--- src/rtl/fetch_thread_pick.sv ---
module fetch_thread_pick #(
  parameter int NTHREADS = 4,
  parameter int NSLOTS   = 2,
  parameter int OCC_W    = 6,
  parameter int STAT_W   = 3,
  localparam int TID_W   = (NTHREADS > 1) ? $clog2(NTHREADS) : 1
) (
  input  logic                       clk,
  input  logic                       rst_n,
  input  logic [NTHREADS*STAT_W-1:0] status_i,
  input  logic [NTHREADS-1:0]        active_i,
  input  logic [1:0]                 policy_i,
  input  logic [NTHREADS*OCC_W-1:0]  iq_occ_i,
  input  logic [NTHREADS*OCC_W-1:0]  lsq_occ_i,
  output logic [NSLOTS-1:0]          grant_vld_o,
  output logic [NSLOTS*TID_W-1:0]    grant_tid_o
);

  localparam logic [1:0] POL_FIXED = 2'd0;
  localparam logic [1:0] POL_RR    = 2'd1;
  localparam logic [1:0] POL_LSQ   = 2'd3;

  localparam logic [STAT_W-1:0] ST_IDLE  = STAT_W'(0);
  localparam logic [STAT_W-1:0] ST_RUN   = STAT_W'(1);
  localparam logic [STAT_W-1:0] ST_MDONE = STAT_W'(2);

  logic [NTHREADS-1:0] elig;

  always_comb begin
    for (int t = 0; t < NTHREADS; t++) begin
      elig[t] = active_i[t] &&
                (status_i[t*STAT_W +: STAT_W] == ST_IDLE ||
                 status_i[t*STAT_W +: STAT_W] == ST_RUN  ||
                 status_i[t*STAT_W +: STAT_W] == ST_MDONE);
    end
  end

  function automatic logic ready_at(input logic [NTHREADS*STAT_W-1:0] st,
                                    input logic [NTHREADS-1:0] act,
                                    input int t);
    logic [STAT_W-1:0] c;
    c = st[t*STAT_W +: STAT_W];
    return act[t] && (c < STAT_W'(3));
  endfunction

  function automatic logic any_ready(input logic [NTHREADS*STAT_W-1:0] st,
                                     input logic [NTHREADS-1:0] act);
    logic r;
    r = 1'b0;
    for (int t = 0; t < NTHREADS; t++) r = r | ready_at(st, act, t);
    return r;
  endfunction

  generate
    if (NTHREADS == 1) begin : g_solo
      assign grant_vld_o = {NSLOTS{elig[0]}};
      assign grant_tid_o = '0;

      always_ff @(posedge clk) begin
        if (rst_n) begin
          assert_solo_bypass_R7: assert (grant_vld_o[0] == (active_i[0] && status_i < STAT_W'(3)))
            else $error("single-thread bypass mismatch");
        end
      end
    end else begin : g_multi
      typedef logic [NTHREADS-1:0][TID_W-1:0] order_t;

      order_t                     order_q, order_d;
      logic [NSLOTS-1:0]          rr_vld;
      logic [NSLOTS-1:0][TID_W-1:0] rr_tid;
      logic                       occ_hit;
      logic [TID_W-1:0]           occ_tid;

      always_comb begin
        logic [OCC_W-1:0] best, cur_occ;
        occ_hit = 1'b0;
        occ_tid = '0;
        best    = '0;
        for (int t = 0; t < NTHREADS; t++) begin
          cur_occ = (policy_i == POL_LSQ) ? lsq_occ_i[t*OCC_W +: OCC_W]
                                          : iq_occ_i[t*OCC_W +: OCC_W];
          if (elig[t] && (!occ_hit || cur_occ < best)) begin
            occ_hit = 1'b1;
            best    = cur_occ;
            occ_tid = TID_W'(t);
          end
        end
      end

      always_comb begin
        order_t           cur, nxt;
        logic             hit;
        logic [TID_W-1:0] who;
        int               pos;
        cur = order_q;
        for (int s = 0; s < NSLOTS; s++) begin
          hit = 1'b0;
          who = '0;
          pos = 0;
          for (int i = 0; i < NTHREADS; i++) begin
            if (!hit && elig[cur[i]]) begin
              hit = 1'b1;
              who = cur[i];
              pos = i;
            end
          end
          nxt = cur;
          if (hit) begin
            for (int i = 0; i < NTHREADS; i++) begin
              if (i >= pos) begin
                if (i == NTHREADS - 1) nxt[i] = who;
                else                   nxt[i] = cur[(i + 1 < NTHREADS) ? i + 1 : i];
              end
            end
          end
          rr_vld[s] = hit;
          rr_tid[s] = who;
          cur       = nxt;
        end
        order_d = cur;
      end

      always_ff @(posedge clk) begin
        if (!rst_n) begin
          for (int i = 0; i < NTHREADS; i++) order_q[i] <= TID_W'(i);
        end else if (policy_i == POL_RR) begin
          order_q <= order_d;
        end
      end

      always_comb begin
        logic alive, v;
        alive = 1'b1;
        for (int s = 0; s < NSLOTS; s++) begin
          unique case (policy_i)
            POL_FIXED: begin v = 1'b1;      grant_tid_o[s*TID_W +: TID_W] = '0;        end
            POL_RR:    begin v = rr_vld[s]; grant_tid_o[s*TID_W +: TID_W] = rr_tid[s]; end
            default:   begin v = occ_hit;   grant_tid_o[s*TID_W +: TID_W] = occ_tid;   end
          endcase
          v              = v & alive;
          grant_vld_o[s] = v;
          alive          = v;
        end
      end

      for (genvar s = 0; s < NSLOTS; s++) begin : g_chk
        assert_grant_ready_R1: assert property (@(posedge clk) disable iff (!rst_n)
          (grant_vld_o[s] && policy_i != POL_FIXED) |->
            ready_at(status_i, active_i, int'(grant_tid_o[s*TID_W +: TID_W])))
          else $error("slot granted a thread that cannot fetch");

        assert_fixed_zero_R6: assert property (@(posedge clk) disable iff (!rst_n)
          (policy_i == POL_FIXED) |-> (grant_vld_o[s] && grant_tid_o[s*TID_W +: TID_W] == '0))
          else $error("fixed policy did not grant thread 0");

        assert_none_ready_R5: assert property (@(posedge clk) disable iff (!rst_n)
          (policy_i != POL_FIXED && !any_ready(status_i, active_i)) |-> !grant_vld_o[s])
          else $error("grant with no ready thread");

        if (s > 0) begin : g_chain
          assert_slot_chain_R9: assert property (@(posedge clk) disable iff (!rst_n)
            !grant_vld_o[s-1] |-> !grant_vld_o[s])
            else $error("later slot granted after an empty slot");
        end
      end

      assert_hold_order_R10: assert property (@(posedge clk) disable iff (!rst_n)
        (policy_i != POL_RR) |=> $stable(order_q))
        else $error("order list moved outside round-robin");

      assert_tail_move_R3: assert property (@(posedge clk) disable iff (!rst_n)
        (policy_i == POL_RR && grant_vld_o[NSLOTS-1]) |=>
          (order_q[NTHREADS-1] == $past(grant_tid_o[(NSLOTS-1)*TID_W +: TID_W])))
        else $error("last winner not at list tail");
    end
  endgenerate

endmodule

--- config.mk ---
export PLATFORM = sky130hd
export DESIGN_NAME = fetch_thread_pick
export DESIGN_NICKNAME = d
export VERILOG_FILES = /design/src/rtl/fetch_thread_pick.sv
export SDC_FILE = /design/constraint.sdc
export NUM_CORES = 1
export LEC_CHECK = 0
export ABC_AREA = 1
export CAP_MARGIN = 20
export CORE_UTILIZATION = 60
export DETAILED_ROUTE_END_ITERATION = 8
export DONT_BUFFER_PORTS = 1
export MAX_ROUTING_LAYER = met4
export PLACE_DENSITY_LB_ADDON = 0.05
export SLEW_MARGIN = 20
export SYNTH_ARGS = -nofsm -noshare
export SYNTH_HDL_FRONTEND = slang
export SYNTH_SLANG_ARGS = --single-unit
--- constraint.sdc ---
create_clock -name clk -period 8.09 [get_ports clk]
set_clock_uncertainty 0.2 [all_clocks]
set_input_delay 1.2135 -clock clk [delete_from_list [all_inputs] [get_ports clk]]
set_output_delay 1.2135 -clock clk [all_outputs]
set_load 0.05 [all_outputs]
Word level (Yosys, flattened, before mapping)
Cells that the tools add are included.
{"block": "totals", "reg_bits": 8, "wordCells": 138, "out_inout_bits": 6}
{"block": "op_classes", "bitwise": 1, "n_eq_ne": 10, "magnitude_cmp": 19, "n_mux": 66, "n_reduce_logical": 38}
{"op": "3-bit by 32-bit greater-or-equal comparator with 1-bit output, first input constant", "n": 4}
{"op": "32-bit 2-to-1 mux", "n": 4}
{"op": "1-bit by 32-bit greater-or-equal comparator with 1-bit output, first input constant", "n": 2}
{"op": "2-bit by 32-bit greater-or-equal comparator with 1-bit output, first input constant", "n": 2}
{"op": "6-bit 2-to-1 mux", "n": 7}
{"op": "2-bit 2-to-1 mux", "n": 18}
{"op": "2-bit by 3-bit < comparator with 1-bit output, second input constant", "n": 8}
{"op": "1-bit 2-to-1 mux", "n": 23}
{"op": "6-bit < comparator", "n": 3}
{"op": "1-bit binary-select mux with 2-bit select", "n": 8}
{"op": "8-bit 2-to-1 mux", "n": 2}
{"op": "1-bit logical AND", "n": 13}
{"op": "3-bit by 1-bit equality test with 1-bit output, second input constant", "n": 4}
{"op": "3-bit by 2-bit equality test with 1-bit output, second input constant", "n": 4}
{"op": "3-bit logical NOT", "n": 4}
{"op": "1-bit logical OR", "n": 11}
{"op": "1-bit logical NOT", "n": 9}
{"op": "2-bit case mux with 2 select lines", "n": 2}
{"op": "1-bit case mux with 2 select lines", "n": 2}
{"op": "2-bit by 1-bit equality test with 1-bit output, second input constant", "n": 1}
{"op": "2-bit equality test, second input constant", "n": 1}
{"op": "2-bit logical NOT", "n": 1}
{"op": "1-bit AND", "n": 1}

Longest topological paths before layout
{"block": "logic_depth", "ltp_word": 34, "mapped_depth": 37}

Worst setup path after synthesis
Ideal clock, no wire load.
{"block": "synth_timing", "path_kind": "input port to output port", "from": "in policy_i[1]", "to": "out grant_tid_o[0]", "arrival_time_ps": 5561, "stages": 36, "path_slack_ps": 1115, "n_path_buf": 4, "t_required_ps": 6676, "path_cell_list": "buf_2 > nand2_4 > inv_1 > clkbuf_1 > nor2_1 > nor2_1 > o21ai_0 > ha_1 > a21oi_1 > nor2_1 > a211oi_1 > nand2_1 > nand2_2 > nand2_1 > clkbuf_1 > o21ai_0 > ha_1 > a21oi_1 > nor2_1 > a211oi_1 > nand2_1 > nand2_1 > nand2_2 > clkbuf_1 > nand2_1 > o21ai_0 > ha_1 > a21oi_1 > nor2_1 > a211oi_1 > nand2_1 > nand2_1 > nand2_1 > nand2_1 > nand2_1 > nand2_1"}
{"block": "synth_between", "elab_chain_len": 16, "elab_cells_between_ends": 27, "cone_classes": "3 x order compare; 2 x eq/ne; 13 x mux; 9 x reduce/logical"}
{"element": "start: declaration", "line": "12", "text": "input logic [1:0] policy_i,"}
{"element": "2-bit equality test", "line": "80", "text": "cur_occ = (policy_i == POL_LSQ) ? lsq_occ_i[t*OCC_W +: OCC_W]"}
{"element": "6-bit 2-to-1 mux", "line": "80"}
{"element": "6-bit 2-to-1 mux", "line": "82", "text": "if (elig[t] && (!occ_hit || cur_occ < best)) begin"}
{"element": "6-bit < comparator", "line": "82"}
{"element": "1-bit logical OR", "line": "82"}
{"element": "1-bit logical AND", "line": "82"}
{"element": "6-bit 2-to-1 mux or 1-bit 2-to-1 mux (tied branches)", "line": "82"}
{"element": "6-bit < comparator or 1-bit logical NOT (tied branches)", "line": "82"}
{"element": "1-bit logical OR", "line": "82"}
{"element": "1-bit logical AND", "line": "82"}
{"element": "6-bit 2-to-1 mux or 1-bit 2-to-1 mux (tied branches)", "line": "82"}
{"element": "6-bit < comparator or 1-bit logical NOT (tied branches)", "line": "82"}
{"element": "1-bit logical OR", "line": "82"}
{"element": "1-bit logical AND", "line": "82"}
{"element": "2-bit 2-to-1 mux", "line": "82"}
{"element": "2-bit case mux with 2 select lines *", "line": "135", "text": "unique case (policy_i)"}
{"element": "end: declaration", "line": "16", "text": "output logic [NSLOTS*TID_W-1:0] grant_tid_o"}
Mark *: on every way between the ends. The rest lies on a longest branch, timed or not.

Worst setup path in the final report
{"block": "layout_timing", "from": "in policy_i[1]", "to": "out grant_tid_o[2]"}
The elaborated chain is that of the path after synthesis.

==> flow_metrics.env <==
export IMPL_place_congestion=0.908
export IMPL_whs_endpoint="g_multi.order_q[1]"
export IMPL_hold_viol_final=0
export IMPL_viasPerCell=5.37
export IMPL_synth_largest_area_cell="nand2_1"
export IMPL_fillerInstances=302
export IMPL_largest_register_ffs=8
export IMPL_async_flop_share=0
export IMPL_top_register="g_multi.order_q"
export IMPL_crit_family="simple AND/OR/NAND/NOR gates"
export IMPL_grt_max_degree=25
export IMPL_ioPinCount=74
export IMPL_path_common_cell="nand2_1"
export IMPL_initial_utilization=0.626
export IMPL_post_cts_buffers=0
export IMPL_grt_usage=0.276
export IMPL_max_freq_mhz=139
export IMPL_synth_top_cell_area_share=0.244
export IMPL_rr_worst_depth=15
export IMPL_timing_final_crit_share=0.892
export IMPL_synth_commonest_cells="nand2_1, nor2_1, inv_1"
export IMPL_antennaDiodeCount=0
export IMPL_ys_types=35
export IMPL_crit_type="primary input to primary output"
export IMPL_vias=2024
export IMPL_r2r_end="g_multi.order_q[7]"
export IMPL_io_buffers=0
export IMPL_post_drt_wl_per_cell_um=11.7
export IMPL_place_hpwl_um=3650
export IMPL_start_kind="primary input"
export IMPL_core_area_sq_um=3030
export IMPL_period_minus_slack_ns=7.22
export IMPL_clkLatencyLatePin_ns=0.26
export IMPL_rsz0062_at_grt="false"
export IMPL_r2r_start="g_multi.order_q[0]"
export IMPL_drv_cap=0
export IMPL_final_util=0.637
export IMPL_ctsResizeCount=0
export IMPL_synth_nets=422
export IMPL_required_ns=6.68
export IMPL_rows=20
export IMPL_synth_most_common_cell="nand2_1"
export IMPL_relSlewSlack=0.634
export IMPL_worstHoldStart="g_multi.order_q[1]"
export IMPL_drv_slew=0
export IMPL_num_nets_final=418
export IMPL_grt_pass1_vias=1645
export IMPL_drt_iter0_drc=129
export IMPL_cts_tree="yes"
export IMPL_grt_pass1_wl_um=7190
export IMPL_cp_max_fo=20
export IMPL_ir_worst_vdd_uv=99.0
export IMPL_r2r_slack_ns=5.44
export IMPL_die_x_um=58.2
export IMPL_worst_pin_slew_ns=0.548
export IMPL_drc=0
export IMPL_ys_flop_type="dfxtp_1"
export IMPL_hold_class="flop to flop"
export IMPL_cts_buffer_depth=2
export IMPL_cellPowerDensity_nw_per_um2=183
export IMPL_routed_wl_um=4410
export IMPL_die_h_um=58.2
export IMPL_antenna_found_initial=0
export IMPL_fin_setup_tns_ns=0
export IMPL_synthCells=339
export IMPL_drive_gt1_frac=0.150
export IMPL_crit_buf_inv=1
export IMPL_hold_depth=2
export IMPL_die_area_sq_um=3390
export IMPL_antenna_left=0
export IMPL_ys_seq_elements=8
export IMPL_p_leak_nw=1.04
export IMPL_clock_sinks=8
export IMPL_crit_path_end_kind="primary output"
export IMPL_finalSetupViolations=0
export IMPL_arrival_ns=5.80
export IMPL_hold_buffers=0
export IMPL_synth_area_top_cells="nand2_1, ha_1, dfxtp_1"
export IMPL_seq_area_frac_synth=0.0845
export IMPL_cts_inserted_buffers=3
export IMPL_grt_overflow=0
export IMPL_outcome="completed"
export IMPL_cts_max_level=1
export IMPL_max_stage_delay_ns=0.40
export IMPL_synth_edff_count=0
export IMPL_cts_root_buf="clkbuf_4"
export IMPL_synth_avg_cell_area_sq_um=5.59
export IMPL_clkSlewWorstSetupHoldPaths_ns=0.05
export IMPL_ys_warn_count=0
export IMPL_crit_path_top_delay_cell="inv_1"
export IMPL_largestRegisters="g_multi.order_q x8"
export IMPL_syn_cell_area_sq_um=1900
export IMPL_syn_to_final_growth_pct=1.78
export IMPL_dr_pass1_iters=4
power by group:
part / switching [W] / leakage, nW / total (W) / internal (W)
sequential: 0.00000871 / 0.0658 / 0.0000541 / 0.0000454
clock: 0.0000148 / 0.0138 / 0.0000318 / 0.0000171
combinational: 0.000183 / 0.962 / 0.000267 / 0.0000842
total: 0.000206 / 1.04 / 0.000353 / 0.000147
per-stage QoR:
step	hold WS [ns]	setup WS (ns)	instance area, sq um	std cells	power (W)
5_1_grt	0.343	0.189	1930	377	0.000391
6_report	0.326	0.874	1930	377	0.000353
2_1_floorplan	0.279	1.12	1900	339	0.000284
4_1_cts	0.316	0.854	1930	377	0.000352
3_3_place_gp	0.298	0.957	1910	374	0.000316
3_5_place_dp	0.308	0.861	1910	374	0.000319
worst max path at each step:
stage                 from  slack, ns  cells after the start             end
6_report       policy_i[1]       0.87                     32  grant_tid_o[2]
3_5_place_dp   policy_i[1]       0.86                     31  grant_tid_o[2]
5_1_grt        policy_i[1]       0.19                     32  grant_tid_o[0]
4_1_cts        policy_i[1]       0.85                     32  grant_tid_o[2]
3_3_place_gp   policy_i[1]       0.96                     32  grant_tid_o[0]
2_1_floorplan  policy_i[1]       1.12                     36  grant_tid_o[0]
cell usage in the layout, fill, tap and decap left out:
| cell type | synthesis | layout |
|---|---|---|
| nand2_1 | 123 | 123 |
| dfxtp_1 | 8 | 8 |
| o21ai_2 | 3 | 3 |
| ha_1 | 15 | 15 |
| nand3_1 | 13 | 13 |
| mux2i_1 | 2 | 2 |
| o211ai_2 | 1 | 1 |
| nor2_2 | 6 | 6 |
| o221ai_1 | 3 | 3 |
| a211oi_1 | 3 | 3 |
| o311ai_1 | 1 | 1 |
| a21oi_1 | 20 | 20 |
| a22oi_1 | 1 | 1 |
| a32o_1 | 1 | 1 |
| nand2_4 | 4 | 4 |
| o21bai_1 | 1 | 1 |
| nand2_2 | 10 | 10 |
| inv_1 | 26 | 26 |
| nor2_8 | 1 | 1 |
| a22oi_2 | 1 | 1 |
| nor2_1 | 29 | 29 |
| o211ai_1 | 5 | 5 |
| o21ai_0 | 23 | 23 |
| nor2_4 | 3 | 3 |
| o22ai_1 | 1 | 1 |
| inv_2 | 12 | 12 |
| o21ai_1 | 8 | 8 |
| buf_4 | 1 | 1 |
| clkbuf_4 | 0 | 3 |
| a21oi_2 | 2 | 2 |
| a21oi_4 | 1 | 1 |
| o21ai_4 | 2 | 2 |
cell type report:
class | instances | area [sq um] | area share
flip-flops and latches | 8 | 160 | 0.0830
repair buffers | 1 | 7.51 | 0.00389
inverters | 38 | 143 | 0.0739
well taps | 44 | 55.1 | 0.0285
multi-input cells | 283 | 1540 | 0.799
clock buffers | 3 | 22.5 | 0.0117
worst min-delay path, delay by kind of cell (launching register included):
family	cells	cell delay, ns
AND/OR/NAND/NOR	1	0.07
AO/OA/AOI/OAI	1	0.06
flip-flops	1	0.34
cell families (layout without fill, tap and decap cells):
group | count (synthesis) | after routing | share of synthesized area
AOI/OAI and AO/OA | 77 | 77 | 0.263
adders and majority gates | 15 | 15 | 0.0990
buffers and inverters | 48 | 42 | 0.102
DFF | 8 | 8 | 0.0845
muxes | 2 | 2 | 0.0106
and+or+nand+nor | 189 | 189 | 0.440
per-layer routing:
| metal | routed length (um) | vias up | share of wire | track usage |
|---|---|---|---|---|
| met2 | 1780 | 84 | 0.40 | 0.389 |
| li1 | - | 1096 | - | - |
| met5 | 0 | - | 0 | - |
| met3 | 333 | 2 | 0.076 | 0.0513 |
| met4 | 9 | 0 | 0.0020 | 0.0204 |
| met1 | 2290 | 842 | 0.52 | 0.419 |
(Power assumes the default switching activity.)
